**config.mk**
```make
export PLATFORM = sky130hd
export DESIGN_NAME = q15_sat_mul
export DESIGN_NICKNAME = d
export VERILOG_FILES = /design/src/rtl/smul_pkg.sv /design/src/rtl/smul_ctrl.sv /design/src/rtl/smul_stage1.sv /design/src/rtl/smul_stage2.sv /design/src/rtl/q15_sat_mul.sv
export SDC_FILE = /design/constraint.sdc
export NUM_CORES = 1
export LEC_CHECK = 0
export ABC_CLOCK_PERIOD_IN_PS = 11200
export BUFFER_PORTS_ARGS = -buffer_cell sky130_fd_sc_hd__buf_2
export CORE_MARGIN = 3
export CORE_UTILIZATION = 40
export CTS_CLUSTER_SIZE = 25
export DETAILED_ROUTE_END_ITERATION = 7
export PLACE_DENSITY = 0.63
export SKIP_CTS_REPAIR_TIMING = 1
export SLEW_MARGIN = 40
export SYNTH_ARGS = -nofsm -noshare
export SYNTH_HDL_FRONTEND = slang
export SYNTH_SLANG_ARGS = --single-unit
```
**constraint.sdc**
```tcl
create_clock -name clk -period 11.2 [get_ports clk]
set_input_delay 2.24 -clock clk [delete_from_list [all_inputs] [get_ports clk]]
set_output_delay 2.24 -clock clk [all_outputs]
set_load 0.05 [all_outputs]
```
**src/rtl/smul_pkg.sv**
```systemverilog
package smul_pkg;
  localparam int unsigned SMUL_DATA_W = 16;
  localparam int unsigned SMUL_FRAC_W = 15;
endpackage

```
**src/rtl/smul_ctrl.sv**
```systemverilog
module smul_ctrl (
  input  logic clk,
  input  logic rst,
  input  logic start,
  output logic accept,
  output logic busy,
  output logic done
);
  assign accept = start & ~busy;

  always_ff @(posedge clk) begin
    if (rst) begin
      busy <= 1'b0;
      done <= 1'b0;
    end else begin
      busy <= accept;
      done <= busy;
    end
  end
endmodule

```
**src/rtl/smul_stage1.sv**
```systemverilog
module smul_stage1 #(
  parameter int unsigned W = 16,
  parameter int unsigned H = W / 2
) (
  input  logic                  clk,
  input  logic                  rst,
  input  logic                  load,
  input  logic [W-1:0]          op_a,
  input  logic [W-1:0]          op_b,
  output logic [W+H-1:0]        pp_lo,
  output logic [2*W-H-1:0]      pp_hi,
  output logic                  neg
);
  localparam int unsigned LW = W + H;
  localparam int unsigned HW = 2 * W - H;

  logic [W-1:0]  mag_a, mag_b;
  logic [LW-1:0] lo_d;
  logic [HW-1:0] hi_d;

  always_comb begin
    mag_a = op_a[W-1] ? (~op_a + 1'b1) : op_a;
    mag_b = op_b[W-1] ? (~op_b + 1'b1) : op_b;
    lo_d  = LW'(mag_a) * LW'(mag_b[H-1:0]);
    hi_d  = HW'(mag_a) * HW'(mag_b[W-1:H]);
  end

  always_ff @(posedge clk) begin
    if (rst) begin
      pp_lo <= '0;
      pp_hi <= '0;
      neg   <= 1'b0;
    end else if (load) begin
      pp_lo <= lo_d;
      pp_hi <= hi_d;
      neg   <= op_a[W-1] ^ op_b[W-1];
    end
  end
endmodule

```
**src/rtl/smul_stage2.sv**
```systemverilog
module smul_stage2 #(
  parameter int unsigned W = 16,
  parameter int unsigned H = W / 2,
  parameter int unsigned F = 15
) (
  input  logic                  clk,
  input  logic                  rst,
  input  logic                  load,
  input  logic [W+H-1:0]        pp_lo,
  input  logic [2*W-H-1:0]      pp_hi,
  input  logic                  neg,
  output logic [W-1:0]          result
);
  localparam int unsigned PW = 2 * W;
  localparam int unsigned SW = PW + 1;
  localparam logic signed [SW-1:0] SAT_HI = SW'((2 ** (W - 1)) - 1);
  localparam logic signed [SW-1:0] SAT_LO = -SAT_HI - 1;

  logic [PW-1:0]        mag;
  logic signed [SW-1:0] sprod;
  logic signed [SW-1:0] scaled;
  logic [W-1:0]         sat_d;

  always_comb begin
    mag    = (PW'(pp_hi) << H) + PW'(pp_lo);
    sprod  = neg ? -$signed({1'b0, mag}) : $signed({1'b0, mag});
    scaled = sprod >>> F;
    if (scaled > SAT_HI)      sat_d = SAT_HI[W-1:0];
    else if (scaled < SAT_LO) sat_d = SAT_LO[W-1:0];
    else                      sat_d = scaled[W-1:0];
  end

  always_ff @(posedge clk) begin
    if (rst)       result <= '0;
    else if (load) result <= sat_d;
  end
endmodule

```
**src/rtl/q15_sat_mul.sv**
```systemverilog
module q15_sat_mul
  import smul_pkg::*;
#(
  parameter int unsigned W = SMUL_DATA_W,
  parameter int unsigned F = SMUL_FRAC_W
) (
  input  logic         clk,
  input  logic         rst,
  input  logic         start,
  input  logic [W-1:0] op_a,
  input  logic [W-1:0] op_b,
  output logic         busy,
  output logic         done,
  output logic [W-1:0] result
);
  localparam int unsigned H = W / 2;

  logic             accept;
  logic [W+H-1:0]   pp_lo;
  logic [2*W-H-1:0] pp_hi;
  logic             neg;

  smul_ctrl u_ctrl (
    .clk(clk), .rst(rst), .start(start),
    .accept(accept), .busy(busy), .done(done)
  );

  smul_stage1 #(.W(W), .H(H)) u_s1 (
    .clk(clk), .rst(rst), .load(accept),
    .op_a(op_a), .op_b(op_b),
    .pp_lo(pp_lo), .pp_hi(pp_hi), .neg(neg)
  );

  smul_stage2 #(.W(W), .H(H), .F(F)) u_s2 (
    .clk(clk), .rst(rst), .load(busy),
    .pp_lo(pp_lo), .pp_hi(pp_hi), .neg(neg),
    .result(result)
  );
endmodule

```
# Word-level counts from Yosys, hierarchy flattened
# Index checks and enable logic that the tools add are counted.
# W data, S select, Z words.
[op_classes]
mux = 5
addsub = 4
multipliers = 2
magnitude_cmp = 2
n_bitwise = 5
[ops]
columns = ["operator", "n"]
rows = [
  ["$mux W16", 4],
  ["$mul A16 B8 Y24", 2],
  ["$mux W33", 1],
  ["$neg A32 Y33", 1],
  ["$add A16 B1 Y16 const B", 2],
  ["$add A32 B24 Y32", 1],
  ["$not A16 Y16", 2],
  ["$gt A18 B16 Y1 const B", 1],
  ["$lt A18 B16 Y1 const B", 1],
  ["$and A1 B1 Y1", 1],
  ["$not A1 Y1", 1],
  ["$xor A1 B1 Y1", 1],
]
[totals]
input_bits = 35
output_inout_bits = 18
reg_bits = 67

# Logic depth before layout (Yosys ltp)
# Gate-level depths: netlist of run 1.
[logic_depth]
word_depth = 6
depth_mapped = 28

# By module
# Synthesis of run 1 repeated with hierarchy kept, for this count alone.
[hier_totals]
hier_cells = 1571
area_unflattened_um2 = 12731.0
[by_module_without_submodules]
columns = ["mod", "seq_area_each_um2", "cells_per_inst", "instances", "area_per_inst_um2"]
rows = [
  ["smul_stage1", 980.9, 1270, 1, 10413.7],
  ["smul_stage2", 320.3, 296, 1, 2249.7],
  ["smul_ctrl", 40.0, 5, 1, 67.6],
]

# Least setup slack after synthesis of run 1
# No wires, ideal clock.
[synth_timing]
path_kind = "in2reg"
startpoint = "input op_a[0]"
endpoint = "register u_s1.pp_lo[23]"
cell_stages = 25
t_arrival_ps = 8618
setup_time_ps = 116
path_buffers = 2
slack_ps = 2466
cell_sequence = "inv_1 clkbuf_1 ha_1 nand2b_1 or4_1 or2_2 o21ai_0 xor2_1 clkbuf_1 nor2_1 fa_1 fa_1 fa_1 inv_1 fa_1 inv_1 ha_1 nand3_1 a21oi_1 nor3_1 o41ai_1 a41oi_1 a21oi_1 nand4_1 a41o_1"
[synth_between]
elab_chain_cells = 4
[synth_rtl]
columns = ["item", "line", "rtl"]
rows = [
  ["from (decl)", "q15_sat_mul.sv:10", "input logic [W-1:0] op_a,"],
  ["$not A16 Y16", "smul_stage1.sv:22", "mag_a = op_a[W-1] ? (~op_a + 1'b1) : op_a;"],
  ["$add A16 B1 Y16", "smul_stage1.sv:22", ""],
  ["$mux W16 (*)", "smul_stage1.sv:22", ""],
  ["$mul A16 B8 Y24 (*)", "smul_stage1.sv:24", "lo_d = LW'(mag_a) * LW'(mag_b[H-1:0]);"],
  ["to (signal assigned)", "smul_stage1.sv:34", "pp_lo <= lo_d;"],
  ["to (decl)", "smul_stage1.sv:10", "output logic [W+H-1:0] pp_lo,"],
]
# Every way passes the cells marked *; elsewhere a longest branch is shown, timed or not.
# A chain may end at the register's enable or synchronous reset.

# Worst setup path after layout of run 1
# Same ends and word-level chain as after synthesis.

==> results of run 1 <==
[registers in the layout, indices dropped and copies added, names as in the netlist]
register	count
u_s1.pp_lo	24
u_s1.pp_hi	24
u_ctrl.done	1
u_s2.result	16
u_s1.neg	1
u_ctrl.busy	1
[routing by layer]
layer	track usage [%]	vias up	wire length, µm
met5	0	-	0
met3	2.384	28	1675
met2	30.49	256	12820
met1	27.85	4796	14110
met4	4.351	0	488
li1	-	4790	-
[power breakdown]
group | switching (µW) | internal, µW
Clock | 107 | 173
Sequential | 38.4 | 292
Combinational | 1630 | 1200
[worst paths after layout]
kind	from	endpoint	cells after the start	slack (ps)
setup / recovery	op_a[0]	u_s1.pp_lo[23]	25	1900
hold / removal	u_s1.pp_lo[0]	u_s1.pp_lo[0]	2	450
setup reg to reg	u_s1.pp_lo[8]	u_s2.result[14]	13	6810
hold reg to reg	u_s1.pp_lo[0]	u_s1.pp_lo[0]	2	450
[layout make-up]
class                   count  area [µm²]
fillers                  2925       16000
multi-input cells        1126        9658
flip-flops and latches     67        1341
inverters                 212       795.8
well taps                 384       480.5
repair buffers             77       447.9
clock buffers              10       229.0
clock inverters             6       65.06
[worst max-delay path: cells and delay by family]
| family | cells | cell delay [ps] |
|---|---|---|
| and+or+nand+nor | 7 | 1730 |
| adders and majority gates | 6 | 2540 |
| buffers and inverters | 5 | 780 |
| AOI/OAI and AO/OA | 6 | 1680 |
| xor gates and xnor gates | 1 | 550 |
[cell families after synthesis]
kind of cell	share of synthesized area [%]
simple gates	20.00
mux	0.3570
xor+xnor	6.763
flops	11.26
fa+ha+maj	39.53
compound gates	13.48
buf+inv	8.611
[cells in the final DEF, fill, tap and decap left out, types with 9 or more instances in the layout]
cell type  count
nor2_1       235
ha_1         106
inv_1        211
dfxtp_1       67
or3_1         13
a21oi_1       70
xnor2_1       55
fa_1         169
a221o_2        9
o21ai_0       25
a211oi_1      11
o211ai_1      11
a21o_1        16
o31ai_1       10
clkbuf_16      9
nand2_1      124
or2_2         37
nand3_1       22
xor2_1        30
nor3_1        26
nand2b_1      29
buf_2         52
buf_4         25
[metrics by stage]
stage	util, %	hold slack (ps)	area (µm²)
6_report	44.87	451.7	13020
2_1_floorplan	-	431.6	11920
3_5_place_dp	43.85	447.7	12720
5_1_grt	44.87	469.4	13020
3_3_place_gp	43.61	439.8	12650
4_1_cts	44.87	452.8	13020
==> results.ini, run 1 <==
[sta]
slew_headroom_pct = 50.72
worstMarginPinSlew_ps = 734.2
fmax_mhz = 107.5
fin_ws_ps = 1899
finalSetupViolations = 0
min_period_over_period_pct = 83.04
hold_viol = 0
rsz0062_at_grt = no
slew_viol_final = 0
fin_skew_ps = 8.082
fin_crit_ps = 9301
setup_tns_ps = 0

[clock_tree]
root_buffer = clkbuf_16
clock_sinks = 67
clock_latency_ps = 330
numCtsBuffers = 9
cts_tree = built
htree_levels = 3
path_clk_slew_ps = 50
cts.path.max_buffers = 2

[yosys]
netlist_top_cells_count = nor2_1 (236), inv_1 (211), fa_1 (169)
ys.warnings.count = 0
synth_top_area_cell = fa_1
post-synth-top-count-cell = nor2_1
synthFlopType = dfxtp_1
synthTopCellsByArea = fa_1 (28%), dfxtp_1 (11%), ha_1 (11%)
avgSynthCellArea_um2 = 8.139
synth_top_cell_area_share_pct = 28.39
synth_fp_nets = 1774
synthCells = 1464
synth-edff-count = 0
syn_area_um2 = 11920
synth_cell_types = 73
synth_seq_cells = 67
async_reset_ff_share_pct = 0
seq_area_frac_synth_pct = 11.26

[floorplan]
dieArea_um2 = 31890
core_um2 = 29010
start_util_pct = 41.07
io_pins = 53
fp.dieW_um = 178.6
row_count = 62
dieHeight_um = 178.6

[worst_setup_path]
crit_type = input port to flip-flop
cp-start-kind = input port
critPathMaxStageDelay_ps = 550
cp.arrival_ps = 9520
critPathCaptureType = flip-flop
slowest_stage = xor2_1
worst_ep_required_time_ps = 11420
crit_fanout = 14

[detailed_routing]
drt-total-wl_um = 29090
drt_iter0_markers = 512
vias = 9870
firstDrtPassIters = 5
post_drt_wl_per_cell_um = 15.46
drtAntennaViolNets = 0
drcViolationCount = 0
drt-vias-per-instance = 5.244

[global_routing]
grt_pass1_vias = 9868
antenna_found_initial = 0
grt_pass1_wl_um = 49660
grt_usage_pct = 19.15
grt_max_degree = 53
grt.overflow.total = 0

[placement]
portBuffers = 52
place.gp.congestion = 0.8348
dpl.cell_count = 1866
post-place-ws_ps = 1540
hpwl_um = 23110

[power_and_ir_drop]
totalPowerFinal_uw = 3436
power.leakage_uw = 0.006216
vdd_drop_max_mv = 0.1438
p_per_area_nw_per_um2 = 263.9

[finish]
final_nets = 1803
synthToLayoutAreaGrowth_pct = 9.251
stdcell_count = 1882
drive_above_1_share_pct = 10.75
diodes = 0

[job]
maxCapViolations = 0

[min_path]
hold_class = flip-flop to flip-flop

[run_status]
status = completed

No activity file was read; power rests on OpenSTA's default activity.
==> run 2: changes to the inputs <==
--- a/config.mk
+++ b/config.mk
@@ -5,13 +5,13 @@
 export SDC_FILE = /design/constraint.sdc
 export NUM_CORES = 1
 export LEC_CHECK = 0
-export ABC_CLOCK_PERIOD_IN_PS = 11200
+export ABC_CLOCK_PERIOD_IN_PS = 8000
 export BUFFER_PORTS_ARGS = -buffer_cell sky130_fd_sc_hd__buf_2
 export CORE_MARGIN = 3
 export CORE_UTILIZATION = 40
 export CTS_CLUSTER_SIZE = 25
 export DETAILED_ROUTE_END_ITERATION = 7
-export PLACE_DENSITY = 0.63
+export PLACE_DENSITY = 0.65
 export SKIP_CTS_REPAIR_TIMING = 1
 export SLEW_MARGIN = 40
 export SYNTH_ARGS = -nofsm -noshare
==> constraint.sdc (replaced) <==
create_clock -name clk -period 8 [get_ports clk]
set_input_delay 1.6 -clock clk [delete_from_list [all_inputs] [get_ports clk]]
set_output_delay 1.6 -clock clk [all_outputs]
set_load 0.05 [all_outputs]
==> results.ini, run 2 (same netlist as run 1, synthesis figures left out) <==
[detailed_routing]
drt-vias-per-instance = 5.153  ; -1.7%
firstDrtPassIters = 5  ; unchanged
drt-total-wl_um = 29180  ; +0.31%
vias = 9878  ; +0.081%
post_drt_wl_per_cell_um = 15.22  ; -1.5%
drcViolationCount = 0  ; unchanged
drt_iter0_markers = 660  ; +29%
drtAntennaViolNets = 0  ; unchanged

[power_and_ir_drop]
p_int_uw = 2397  ; +44%
p_clk_share_pct = 7.4  ; -0.7 points
p_per_area_nw_per_um2 = 367.6  ; +39%
net-switching-power_uw = 2463  ; +39%
power.leakage_uw = 0.006381  ; +2.6%
vdd_drop_max_mv = 0.1949  ; +35%
totalPowerFinal_uw = 4860  ; +41%
combPwrFrac_pct = 83.1  ; +0.9 points
seq_power_share_pct = 9.5  ; about the same
switching_share_pct = 50.68  ; -0.91 points

[worst_setup_path]
cp.buffers_inverters = 5  ; unchanged
cp-start-kind = input port
worst_ep_required_time_ps = 8200  ; -3220 ps
worstReg2RegStart = u_s1.pp_lo[8]
critPathMaxStageDelay_ps = 570  ; +20 ps
slowest_stage = fa_1
crit_top_cell = fa_1
crit_fanout = 5  ; -9
critPathCaptureType = flip-flop
crit_family = adder cells
cp-startpoint = op_b[1]
cp.arrival_ps = 7750  ; -1770 ps
crit_type = input port to flip-flop

[sta]
worstMarginPinSlew_ps = 825.6  ; +91.32 ps
slew_viol_final = 0  ; unchanged
setup_tns_ps = 0  ; unchanged
hold_slack_ps = 452.3  ; +0.5910 ps
fin_skew_ps = 8.292  ; +0.2099 ps
fmax_mhz = 132.4
slew_headroom_pct = 44.78  ; -5.9 points
hold_viol = 0  ; unchanged
rsz0062_at_grt = no
min_period_over_period_pct = 94.38
finalSetupViolations = 0  ; unchanged
fin_crit_ps = 7551

[clock_tree]
clock_latency_ps = 330  ; about the same
cts_tree = built
htree_levels = 3  ; unchanged
path_clk_slew_ps = 60  ; about the same
cts.path.max_buffers = 2  ; unchanged
numCtsBuffers = 9  ; unchanged
clock_sinks = 67  ; unchanged
root_buffer = clkbuf_16

[finish]
layout_commonest_cell = nor2_1
final_cell_mix = nor2_1 (235), inv_1 (211), fa_1 (169), nand2_1 (124), ha_1 (106)
synthToLayoutAreaGrowth_pct = 10.96
diodes = 0  ; unchanged
reg.largest.list = u_s1.pp_hi (24), u_s1.pp_lo (24), u_s2.result (16)
drive_above_1_share_pct = 12.98  ; +2.2 points
final_nets = 1838  ; +1.9%

[placement]
hpwl_um = 23940  ; +3.6%
portBuffers = 52  ; unchanged
place.gp.congestion = 0.8692  ; +4.1%

[floorplan]
row_count = 62  ; unchanged
start_util_pct = 41.07  ; unchanged
io_pins = 53  ; unchanged
core_um2 = 29010  ; unchanged
fp.dieW_um = 178.6  ; unchanged
dieArea_um2 = 31890  ; unchanged
dieHeight_um = 178.6  ; unchanged

[global_routing]
grt_pass1_wl_um = 49570  ; -0.18%
antenna_found_initial = 0  ; unchanged
grt_usage_pct = 19.00  ; -0.15 points
grt_max_degree = 53  ; unchanged
grt_pass1_vias = 9916  ; +0.49%
grt.overflow.total = 0  ; unchanged

[min_path]
hold_class = flip-flop to flip-flop
min_from = u_s1.pp_hi[5]

[job]
maxCapViolations = 0  ; unchanged

[run_status]
status = completed

## run 2: power by group through the flow
stage	clock [µW]	combinational [µW]	sequential (µW)
6_report	361	4040	461
5_1_grt	383	4630	471
4_1_cts	370	4010	461
3_5_place_dp	0	3970	468
3_3_place_gp	0	3930	467
2_1_floorplan	0	3070	480
## run 2: metrics by stage
stage	util [%]	cell area (µm²)	setup WS, ps	instances
global route	45.57	13220	28.41	1917
CTS	45.41	13170	345.0	1917
detailed placement	44.46	12900	5.999	1901
global placement	44.42	12890	59.41	1901
floorplan	-	11920	-38.20	1464
finish	45.57	13220	449.3	1917
## run 2: per-layer routing
metal  share of wire, %  wire [µm]  track usage [%]  vias to the layer above
li1                   -          -                -                     4867
met1                 49      14240            27.38                     4712
met2                 44      12760            30.19                      261
met3                5.2       1528            2.341                       38
met4                2.2        655            5.000                        0
met5                  0          0                0                        -
## run 2: layout make-up
| cell class | count | area, µm² |
|---|---|---|
| timing repair buffer | 112 | 713.2 |
| fill | 2920 | 15790 |
| sequential | 67 | 1341 |
| inverter | 212 | 795.8 |
| clock buffer | 9 | 225.2 |
| tap | 384 | 480.5 |
| multi-input combinational | 1126 | 9615 |
| clock inverter | 7 | 50.05 |
## run 2: worst paths after layout
check / end / cells past startpoint / slack (ps)
min: u_s1.pp_hi[5] / 2 / 450
max reg2reg: u_s2.result[14] / 13 / 3690
min reg2reg: u_s1.pp_hi[5] / 2 / 450
max: u_s1.pp_hi[22] / 25 / 450
## run 2: worst register-to-register path, stage by stage, from the launching register on
cell	delay, ps
dfxtp_1	360
ha_1	210
inv_1	60
fa_1	440
nor2b_1	170
o211ai_2	170
a211oi_1	440
o31a_1	340
o211ai_1	140
xnor2_1	210
or4bb_1	520
o211a_1	260
a311oi_4	640
a221o_2	290
